File: src/rtl/coh_dir_pkg.sv
package coh_dir_pkg;

  typedef enum logic [1:0] {
    DST_UNC = 2'd0,
    DST_SHR = 2'd1,
    DST_EXC = 2'd2
  } dir_st_e;

  typedef enum logic [1:0] {
    REQ_RD = 2'd0,
    REQ_WR = 2'd1,
    REQ_WB = 2'd2
  } req_kind_e;

  typedef enum logic [1:0] {
    MSG_REPLY = 2'd0,
    MSG_INV   = 2'd1,
    MSG_FETCH = 2'd2,
    MSG_FINV  = 2'd3
  } msg_kind_e;

  typedef enum logic [1:0] {
    PH_IDLE = 2'd0,
    PH_INV  = 2'd1,
    PH_WAIT = 2'd2
  } phase_e;

endpackage

File: src/rtl/coh_inv_pick.sv
module coh_inv_pick #(
  parameter int NPROC = 4,
  localparam int PW = (NPROC > 1) ? $clog2(NPROC) : 1
) (
  input  logic [NPROC-1:0] mask,
  output logic             any,
  output logic [PW-1:0]    idx,
  output logic [NPROC-1:0] rest
);

  function automatic logic [PW-1:0] first_one(input logic [NPROC-1:0] v);
    logic [PW-1:0] r;
    r = '0;
    for (int i = NPROC - 1; i >= 0; i--) begin
      if (v[i]) r = PW'(i);
    end
    return r;
  endfunction

  function automatic logic [NPROC-1:0] drop_lowest(input logic [NPROC-1:0] v);
    return v & (v - NPROC'(1));
  endfunction

  assign any  = |mask;
  assign idx  = first_one(mask);
  assign rest = drop_lowest(mask);

endmodule

File: src/rtl/coh_dir_table.sv
module coh_dir_table
  import coh_dir_pkg::*;
#(
  parameter int NBLK  = 8,
  parameter int NPROC = 4,
  localparam int BW = (NBLK > 1) ? $clog2(NBLK) : 1
) (
  input  logic             clk,
  input  logic             rst_n,
  input  logic [BW-1:0]    rd_idx,
  output dir_st_e          rd_st,
  output logic [NPROC-1:0] rd_sh,
  input  logic             we,
  input  logic [BW-1:0]    wr_idx,
  input  dir_st_e          wr_st,
  input  logic [NPROC-1:0] wr_sh
);

  dir_st_e          st_q [NBLK];
  logic [NPROC-1:0] sh_q [NBLK];

  assign rd_st = st_q[rd_idx];
  assign rd_sh = sh_q[rd_idx];

  for (genvar g = 0; g < NBLK; g++) begin : g_ent
    always_ff @(posedge clk) begin
      if (!rst_n) begin
        st_q[g] <= DST_UNC;
        sh_q[g] <= '0;
      end else if (we && wr_idx == BW'(g)) begin
        st_q[g] <= wr_st;
        sh_q[g] <= wr_sh;
      end
    end


    excl_single_owner_chk: assert property (@(posedge clk) disable iff (!rst_n)
      (st_q[g] == DST_EXC) |-> ($countones(sh_q[g]) == 1));

    unc_empty_chk: assert property (@(posedge clk) disable iff (!rst_n)
      (st_q[g] == DST_UNC) |-> (sh_q[g] == '0));

    shr_nonempty_chk: assert property (@(posedge clk) disable iff (!rst_n)
      (st_q[g] == DST_SHR) |-> (sh_q[g] != '0));
  end

endmodule

File: src/rtl/coh_blk_mem.sv
module coh_blk_mem #(
  parameter int NBLK   = 8,
  parameter int DATA_W = 16,
  localparam int BW = (NBLK > 1) ? $clog2(NBLK) : 1
) (
  input  logic              clk,
  input  logic              rst_n,
  input  logic [BW-1:0]     rd_idx,
  output logic [DATA_W-1:0] rd_data,
  input  logic              we,
  input  logic [BW-1:0]     wr_idx,
  input  logic [DATA_W-1:0] wr_data
);

  logic [DATA_W-1:0] mem_q [NBLK];

  assign rd_data = mem_q[rd_idx];

  for (genvar g = 0; g < NBLK; g++) begin : g_word
    always_ff @(posedge clk) begin
      if (!rst_n)                         mem_q[g] <= '0;
      else if (we && wr_idx == BW'(g))    mem_q[g] <= wr_data;
    end
  end

endmodule

File: src/rtl/coh_home_dir.sv
module coh_home_dir
  import coh_dir_pkg::*;
#(
  parameter int NPROC  = 4,
  parameter int NBLK   = 8,
  parameter int DATA_W = 16,
  localparam int PW = (NPROC > 1) ? $clog2(NPROC) : 1,
  localparam int BW = (NBLK > 1) ? $clog2(NBLK) : 1
) (
  input  logic              clk,
  input  logic              rst_n,
  input  logic              req_valid,
  output logic              req_ready,
  input  logic [1:0]        req_kind,
  input  logic [PW-1:0]     req_src,
  input  logic [BW-1:0]     req_blk,
  input  logic [DATA_W-1:0] req_data,
  output logic              msg_valid,
  output logic [1:0]        msg_kind,
  output logic [PW-1:0]     msg_dst,
  output logic [BW-1:0]     msg_blk,
  output logic [DATA_W-1:0] msg_data
);

  function automatic logic [NPROC-1:0] proc_bit(input logic [PW-1:0] p);
    logic [NPROC-1:0] b;
    b = '0;
    b[p] = 1'b1;
    return b;
  endfunction

  phase_e            phase_q, phase_n;
  logic [BW-1:0]     pend_blk_q;
  logic [PW-1:0]     pend_src_q, pend_own_q;
  logic              pend_wr_q, pend_wr_n;
  logic [NPROC-1:0]  inv_mask_q, inv_mask_n;
  logic              pend_load;

  req_kind_e         kind;
  logic [BW-1:0]     look_idx;
  dir_st_e           cur_st;
  logic [NPROC-1:0]  cur_sh;
  logic [DATA_W-1:0] cur_data;

  logic              tbl_we;
  dir_st_e           tbl_st_w;
  logic [NPROC-1:0]  tbl_sh_w;
  logic              mem_we;

  logic              emit;
  msg_kind_e         emit_kind;
  logic [PW-1:0]     emit_dst;
  logic [DATA_W-1:0] emit_data;

  logic              own_any, inv_any;
  logic [PW-1:0]     own_idx, inv_idx;
  logic [NPROC-1:0]  own_rest, inv_rest;

  // named events
  logic              acc;
  logic              wb_owner_hit;
  logic              recall_match;

  assign kind     = req_kind_e'(req_kind);
  assign look_idx = (phase_q == PH_IDLE) ? req_blk : pend_blk_q;
  assign acc      = req_valid && req_ready;
  assign wb_owner_hit = (kind == REQ_WB) && (cur_st == DST_EXC) && cur_sh[req_src];
  assign recall_match = (kind == REQ_WB) && (req_src == pend_own_q) && (req_blk == pend_blk_q);
  assign req_ready = (phase_q == PH_IDLE) || ((phase_q == PH_WAIT) && recall_match);

  coh_dir_table #(.NBLK(NBLK), .NPROC(NPROC)) u_table (
    .clk(clk), .rst_n(rst_n),
    .rd_idx(look_idx), .rd_st(cur_st), .rd_sh(cur_sh),
    .we(tbl_we), .wr_idx(look_idx), .wr_st(tbl_st_w), .wr_sh(tbl_sh_w)
  );

  coh_blk_mem #(.NBLK(NBLK), .DATA_W(DATA_W)) u_mem (
    .clk(clk), .rst_n(rst_n),
    .rd_idx(look_idx), .rd_data(cur_data),
    .we(mem_we), .wr_idx(look_idx), .wr_data(req_data)
  );

  coh_inv_pick #(.NPROC(NPROC)) u_owner (
    .mask(cur_sh), .any(own_any), .idx(own_idx), .rest(own_rest)
  );

  coh_inv_pick #(.NPROC(NPROC)) u_inv (
    .mask(inv_mask_q), .any(inv_any), .idx(inv_idx), .rest(inv_rest)
  );

  always_comb begin
    phase_n    = phase_q;
    pend_load  = 1'b0;
    pend_wr_n  = pend_wr_q;
    inv_mask_n = inv_mask_q;
    tbl_we     = 1'b0;
    tbl_st_w   = cur_st;
    tbl_sh_w   = cur_sh;
    mem_we     = 1'b0;
    emit       = 1'b0;
    emit_kind  = MSG_REPLY;
    emit_dst   = req_src;
    emit_data  = cur_data;
    unique case (phase_q)
      PH_IDLE: begin
        if (acc) begin
          unique case (kind)
            REQ_RD: begin
              if (cur_st == DST_EXC) begin
                emit      = 1'b1;
                emit_kind = MSG_FETCH;
                emit_dst  = own_idx;
                emit_data = '0;
                pend_load = 1'b1;
                pend_wr_n = 1'b0;
                phase_n   = PH_WAIT;
              end else begin
                tbl_we   = 1'b1;
                tbl_st_w = DST_SHR;
                tbl_sh_w = cur_sh | proc_bit(req_src);
                emit     = 1'b1;
              end
            end
            REQ_WR: begin
              if (cur_st == DST_EXC) begin
                emit      = 1'b1;
                emit_kind = MSG_FINV;
                emit_dst  = own_idx;
                emit_data = '0;
                pend_load = 1'b1;
                pend_wr_n = 1'b1;
                phase_n   = PH_WAIT;
              end else if (cur_st == DST_SHR) begin
                pend_load  = 1'b1;
                inv_mask_n = cur_sh & ~proc_bit(req_src);
                phase_n    = PH_INV;
              end else begin
                tbl_we   = 1'b1;
                tbl_st_w = DST_EXC;
                tbl_sh_w = proc_bit(req_src);
                emit     = 1'b1;
              end
            end
            REQ_WB: begin
              if (wb_owner_hit) begin
                tbl_we   = 1'b1;
                tbl_st_w = DST_UNC;
                tbl_sh_w = '0;
                mem_we   = 1'b1;
              end
            end
            default: ;
          endcase
        end
      end
      PH_INV: begin
        emit = 1'b1;
        if (inv_any) begin
          emit_kind  = MSG_INV;
          emit_dst   = inv_idx;
          emit_data  = '0;
          inv_mask_n = inv_rest;
        end else begin
          emit_dst = pend_src_q;
          tbl_we   = 1'b1;
          tbl_st_w = DST_EXC;
          tbl_sh_w = proc_bit(pend_src_q);
          phase_n  = PH_IDLE;
        end
      end
      PH_WAIT: begin
        if (acc) begin
          mem_we    = 1'b1;
          tbl_we    = 1'b1;
          tbl_st_w  = pend_wr_q ? DST_EXC : DST_SHR;
          tbl_sh_w  = pend_wr_q ? proc_bit(pend_src_q)
                                : (proc_bit(pend_src_q) | proc_bit(pend_own_q));
          emit      = 1'b1;
          emit_dst  = pend_src_q;
          emit_data = req_data;
          phase_n   = PH_IDLE;
        end
      end
      default: phase_n = PH_IDLE;
    endcase
  end

  always_ff @(posedge clk) begin
    if (!rst_n) begin
      phase_q    <= PH_IDLE;
      pend_blk_q <= '0;
      pend_src_q <= '0;
      pend_own_q <= '0;
      pend_wr_q  <= 1'b0;
      inv_mask_q <= '0;
    end else begin
      phase_q    <= phase_n;
      pend_wr_q  <= pend_wr_n;
      inv_mask_q <= inv_mask_n;
      if (pend_load) begin
        pend_blk_q <= req_blk;
        pend_src_q <= req_src;
        pend_own_q <= own_idx;
      end
    end
  end

  always_ff @(posedge clk) begin
    if (!rst_n) begin
      msg_valid <= 1'b0;
      msg_kind  <= 2'd0;
      msg_dst   <= '0;
      msg_blk   <= '0;
      msg_data  <= '0;
    end else begin
      msg_valid <= emit;
      if (emit) begin
        msg_kind <= emit_kind;
        msg_dst  <= emit_dst;
        msg_blk  <= look_idx;
        msg_data <= emit_data;
      end
    end
  end


  inv_skips_requester_chk: assert property (@(posedge clk) disable iff (!rst_n)
    (msg_valid && msg_kind == MSG_INV) |-> (msg_dst != pend_src_q));

  inv_ascending_chk: assert property (@(posedge clk) disable iff (!rst_n)
    (msg_valid && msg_kind == MSG_INV && $past(msg_valid && msg_kind == MSG_INV))
      |-> (msg_dst > $past(msg_dst)));

  recall_reply_chk: assert property (@(posedge clk) disable iff (!rst_n)
    (phase_q == PH_WAIT && acc)
      |=> (msg_valid && msg_kind == MSG_REPLY && msg_dst == $past(pend_src_q)
           && msg_data == $past(req_data)));

  fetch_parks_chk: assert property (@(posedge clk) disable iff (!rst_n)
    (msg_valid && (msg_kind == MSG_FETCH || msg_kind == MSG_FINV)) |-> (phase_q == PH_WAIT));

  recall_stall_chk: assert property (@(posedge clk) disable iff (!rst_n)
    (phase_q == PH_WAIT && req_valid && req_src != pend_own_q) |-> !req_ready);

endmodule

File: config.mk
export PLATFORM = sky130hd
export DESIGN_NAME = coh_home_dir
export DESIGN_NICKNAME = d
export VERILOG_FILES = /design/src/rtl/coh_dir_pkg.sv /design/src/rtl/coh_inv_pick.sv /design/src/rtl/coh_dir_table.sv /design/src/rtl/coh_blk_mem.sv /design/src/rtl/coh_home_dir.sv
export SDC_FILE = /design/constraint.sdc
export NUM_CORES = 1
export LEC_CHECK = 0
export BUFFER_PORTS_ARGS = -buffer_cell sky130_fd_sc_hd__buf_2
export CAP_MARGIN = 20
export CORE_ASPECT_RATIO = 2
export CORE_MARGIN = 2
export CORE_UTILIZATION = 65
export DETAILED_ROUTE_END_ITERATION = 8
export PLACE_DENSITY = 0.86
export SYNTH_ARGS = -nofsm -noshare
export SYNTH_HDL_FRONTEND = slang
export SYNTH_SLANG_ARGS = --single-unit
File: constraint.sdc
create_clock -name clk -period 9.5 [get_ports clk]
set_clock_uncertainty 0.15 [all_clocks]
set_input_delay 0.95 -clock clk [delete_from_list [all_inputs] [get_ports clk]]
set_output_delay 0.95 -clock clk [all_outputs]
set_load 0.01 [all_outputs]
# Word level (Yosys, flattened, before mapping)
# Memories as Yosys holds them, arrays and structs flattened.
# Cells that the tools add are included.
[classes] bitwise_logic=29 eq_ne=27 addsub=1 n_reduce_logical=36 order_cmp=6 muxes=167
[ops] cell="$mux 16" count=13
[ops] cell="$mux 4" count=21
[ops] cell="$mux 2" count=38
[ops] cell="$mux 1" count=72
[ops] cell="$pmux 16 s3" count=1
[ops] cell="$logic_and 1x1->1" count=25
[ops] cell="$or 1x1->1" count=24
[ops] cell="$pmux 2 s3" count=4
[ops] cell="$pmux 4 s3" count=2
[ops] cell="$ne 2x2->1 const B" count=7
[ops] cell="$eq 3x3->1 const B" count=4
[ops] cell="$pmux 2 s2" count=3
[ops] cell="$reduce_and 6->1" count=2
[ops] cell="$lt 2x3->1 const B" count=3
[ops] cell="$pmux 1 s3" count=3
[ops] cell="$and 4x4->4" count=2
[ops] cell="$or 4x4->4" count=2
[ops] cell="$pmux 1 s2" count=4
[ops] cell="$pmux 4 s2" count=1
[ops] cell="$demux 1 s2" count=3
[ops] cell="$eq 2x1->1 const B" count=3
[ops] cell="$eq 2x2->1 const B" count=3
[ops] cell="$eq 3x2->1 const B" count=2
[ops] cell="$ge 2x1->1 const B" count=3
[ops] cell="18 further kinds" count=21
[totals] memories=3 ramBits=176 elab_cells=280 reg_bits=38
[memory_table] memory="u_mem.mem_q" words=8 word_bits=16 read_ports=1 rd_ports_with_merged_regs=0 write_ports=8 line="coh_blk_mem.sv:15" text="logic [DATA_W-1:0] mem_q [NBLK];"
[memory_table] memory="u_table.sh_q" words=8 word_bits=4 read_ports=1 rd_ports_with_merged_regs=0 write_ports=8 line="coh_dir_table.sv:20" text="logic [NPROC-1:0] sh_q [NBLK];"
[memory_table] memory="u_table.st_q" words=8 word_bits=2 read_ports=1 rd_ports_with_merged_regs=0 write_ports=8 line="coh_dir_table.sv:19" text="dir_st_e st_q [NBLK];"

# Longest topological paths before layout
# An unclocked memory read counts as a cell.
[depth] word_depth=15 ltp_mapped=17

# Modules after synthesis
# From an unflattened synthesis, not the netlist that was laid out.
[unflattened] hier_cells=815 area_unflattened_um2=10476.3
[by_module_without_submodules] module="coh_blk_mem" instances=1 cells_per_inst=374 area_per_inst_um2=5809.3
[by_module_without_submodules] module="coh_home_dir" instances=1 cells_per_inst=267 area_per_inst_um2=2285.9
[by_module_without_submodules] module="coh_dir_table" instances=1 cells_per_inst=150 area_per_inst_um2=2250.9
[by_module_without_submodules] module="coh_inv_pick" instances=2 cells_per_inst=12 area_per_inst_um2=65.1

# Worst setup path after synthesis
# OpenSTA, ideal clock, no wires.
[synth_path] path_kind="input-to-reg" startpoint="input port req_blk[1]" endpoint="memory u_mem.mem_q[0][0], enable pin" path_stages=12 t_arrival_ns=3.777 path_buffers=2 slack_ns=5.201 cell_sequence="or4b_1 -> o21a_1 -> buf_2 -> o22ai_1 -> nor3_1 -> nor2_1 -> ha_1 -> nand2_1 -> o21ai_4 -> nand4_4 -> buf_6 -> nand2_1"
[synth_rtl] element="from (decl)" line="coh_home_dir.sv:16" text="input logic [BW-1:0] req_blk,"
[synth_rtl] element="to (decl)" line="coh_blk_mem.sv:15"

==> flow_summary.json <==
{
  "ir_drop_uv": 204.6,
  "hold_class": "reg2reg",
  "drv_cap": 0,
  "drive_gt1_share_pct": 12.31,
  "synth.area.top_cells": "edfxtp_1 53%, dfxtp_1 7.6%, nor2_1 7.1%, a22oi_1 4.8%, nor3_1 2.3%",
  "antenna_found_initial": 3,
  "grt.overflow.total": 0,
  "hold_buffers": 0,
  "finalSetupViolations": 0,
  "netlist_area_um2": 9998,
  "ys_async_sr_fraction_pct": 0,
  "core_area_um2": 15210,
  "cts.repair.resized": 0,
  "die_area_um2": 16450,
  "clk_path_buf_depth": 3,
  "final-max-slew-violation-count": 0,
  "dr.max_layer_used": "met5",
  "nets": 959,
  "ys.flop_type": "edfxtp_1",
  "post_cts_buffers": 0,
  "clk_pin_slew_ns": 0.07,
  "period_share_pct": 56.13,
  "synth_warnings": 0,
  "yosysUniqueCellTypes": 63,
  "wl_mm": 31.11,
  "port-buffer-count": 50,
  "powerDensity_nw_per_um2": 198.8,
  "syn_area_per_cell_um2": 10.99,
  "crit_arrival_ns": 5.30,
  "dieWidth_um": 91.70,
  "finalSetupTns_ns": 0,
  "firstDrtPassIters": 6,
  "cts_root_buffer": "clkbuf_16",
  "syn_inst": 910,
  "area_growth_pct": 9.723,
  "grt_pass1_wl_mm": 45.82,
  "rsz0062_at_grt": "no",
  "wl_per_cell_um": 27.26,
  "yosysSeqAreaShare_pct": 60.47,
  "die_y_um": 179.4,
  "max_freq_ghz": 0.1875,
  "path_max_fanout": 35,
  "synth_edf_count": 176,
  "wl_met3_mm": 2.877,
  "crit_type": "reg2reg",
  "gp_congestion": 1.032,
  "p_leak_uw": 0.003837,
  "cts_made_buffers": 19,
  "cts_tree": "done",
  "yosysTopAreaCell": "edfxtp_1",
  "vias_per_cell": 7.052,
  "max_slew.worst_pin.slew_ns": 0.9959,
  "place_hpwl_mm": 21.31,
  "synth_nets": 940,
  "cts_max_level": 1,
  "end_kind": "register",
  "clock_latency_ns": 0.50,
  "wl_met2_mm": 15.56,
  "design_area_um2": 10970,
  "netlist.area_leader.share_pct": 52.86,
  "crit_path_start_kind": "register",
  "ios": 51,
  "worstPathRequired_ns": 9.47,
  "ant_nets": 0,
  "synth-seq-cells": 214,
  "grt_max_degree": 61,
  "fin_crit_ns": 5.332,
  "place_area_um2": 10310,
  "grt.total_usage_pct": 38.15,
  "status": "completed",
  "drc": 0,
  "grt_pass1_vias": 7718,
  "yosysMostFrequentCell": "nor2_1",
  "slew-limit-headroom_pct": 33.16,
  "start_util_pct": 65.72,
  "num_rows": 64,
  "cts_sinks": 214,
  "hold_violations": 0,
  "wl_met1_mm": 8.976,
  "first_iter_violations": 968,
  "yosys-top-cells-count": "189 x nor2_1, 176 x edfxtp_1, 64 x a22oi_1",
  "num_vias": 8046
}
==> flip-flops by register name, summed over array words and instances, names as in the netlist <==
signal,flops
inv_mask_q,4
pend_src_q,2
msg_dst,2
msg_blk,3
msg_valid,1
pend_own_q,2
msg_kind,2
u_table.st_q,16
phase_q,2
u_mem.mem_q,128
pend_blk_q,3
msg_data,16
u_table.sh_q,32
pend_wr_q,1
==> cell families (layout without fill, tap and decap cells) <==
kind of cell / after synthesis / in the layout / synth area share, %
fa+ha+maj: 4 / 4 / 0.5006
compound gates: 233 / 233 / 15.88
other cells: 0 / 1 / 0
simple gates: 367 / 367 / 17.86
buf+inv: 78 / 110 / 3.779
xor+xnor: 5 / 5 / 0.4380
mux: 9 / 9 / 1.076
flops: 214 / 214 / 60.47
==> layout by cell type, fill, tap and decap left out, types with 2 or more instances in the layout <==
cell type | netlist | routed
a211oi_1 | 5 | 5
a21oi_1 | 28 | 27
a221oi_1 | 17 | 17
a22oi_1 | 64 | 64
a31o_2 | 3 | 3
a31oi_1 | 16 | 16
and2_1 | 3 | 3
and3_1 | 19 | 19
buf_2 | 10 | 51
buf_4 | 1 | 10
bufinv_16 | 0 | 3
clkbuf_1 | 41 | 4
clkbuf_16 | 0 | 19
clkbuf_8 | 0 | 3
clkinv_1 | 3 | 4
clkinv_2 | 0 | 2
dfxtp_1 | 38 | 38
edfxtp_1 | 176 | 176
ha_1 | 4 | 4
inv_1 | 11 | 11
mux2i_1 | 6 | 6
nand2_1 | 49 | 49
nand2b_1 | 2 | 2
nand3_1 | 13 | 13
nand3b_1 | 3 | 3
nand4_1 | 2 | 2
nand4_4 | 8 | 8
nor2_1 | 189 | 188
nor2b_1 | 5 | 5
nor3_1 | 46 | 46
nor3b_1 | 17 | 17
nor4_1 | 4 | 4
o211ai_1 | 5 | 5
o21a_1 | 3 | 3
o21ai_0 | 38 | 37
o21ai_1 | 5 | 3
o21ai_4 | 1 | 3
o22ai_1 | 24 | 24
o31ai_1 | 10 | 10
xnor2_1 | 5 | 5
==> worst max-delay path, stage by stage, from the launching register on <==
cell     delay [ns]
dfxtp_1        0.47
nor2_1         0.83
mux2_2         0.83
o21ai_0        0.20
nor2_1         0.13
o21ai_1        0.20
mux4_2         0.57
o21ai_4        0.58
nand4_4        0.34
nand2_1        0.64
==> routing by layer <==
layer  vias to the layer above  global-route usage, %
li1                       3480                      -
met1                      3738                  38.28
met2                       619                  66.45
met3                       207                  6.901
met4                         2                  34.58
met5                         -                      0
==> through the flow <==
stage | hold slack [ns] | instances | setup slack [ns] | total power [µW] | utilization [%]
6_report | 0.3084 | 1141 | 4.168 | 2181 | 72.11
3_3_place_gp | 0.2935 | 1104 | 4.432 | 1363 | 67.66
3_5_place_dp | 0.3011 | 1105 | 4.296 | 1371 | 67.76
2_1_floorplan | 0.3215 | 910 | 5.201 | 1265 | -
4_1_cts | 0.3111 | 1139 | 4.257 | 2167 | 72.06
5_1_grt | 0.3222 | 1140 | 3.872 | 2231 | 72.09
==> final timing paths <==
check | cells after the start | slack [ns] | startpoint | to
setup / recovery | 9 | 4.17 | phase_q[1]$_SDFFE_PN0P_ | u_mem.mem_q[4][5]$_SDFFCE_PN0P_
hold / removal | 2 | 0.31 | msg_kind[1]$_SDFFE_PN0P_ | msg_kind[1]$_SDFFE_PN0P_
setup reg to reg | 9 | 4.17 | phase_q[1]$_SDFFE_PN0P_ | u_mem.mem_q[4][5]$_SDFFCE_PN0P_
hold reg to reg | 2 | 0.31 | msg_kind[1]$_SDFFE_PN0P_ | msg_kind[1]$_SDFFE_PN0P_
==> final cells by class <==
type	count	area [µm²]
Antenna cell	1	2.502
Clock buffer	26	531.8
Clock inverter	8	121.4
Fill cell	1034	4244
Inverter	14	52.55
Multi-Input combinational cell	618	3623
Sequential cell	214	6046
Tap cell	198	247.7
Timing Repair Buffer	62	345.3
==> where the power goes <==
part,switching (µW),internal (µW)
combinational,208,80.8
clock,337,477
sequential,24.5,1050
total,570,1610
(Power assumes the default switching activity.)
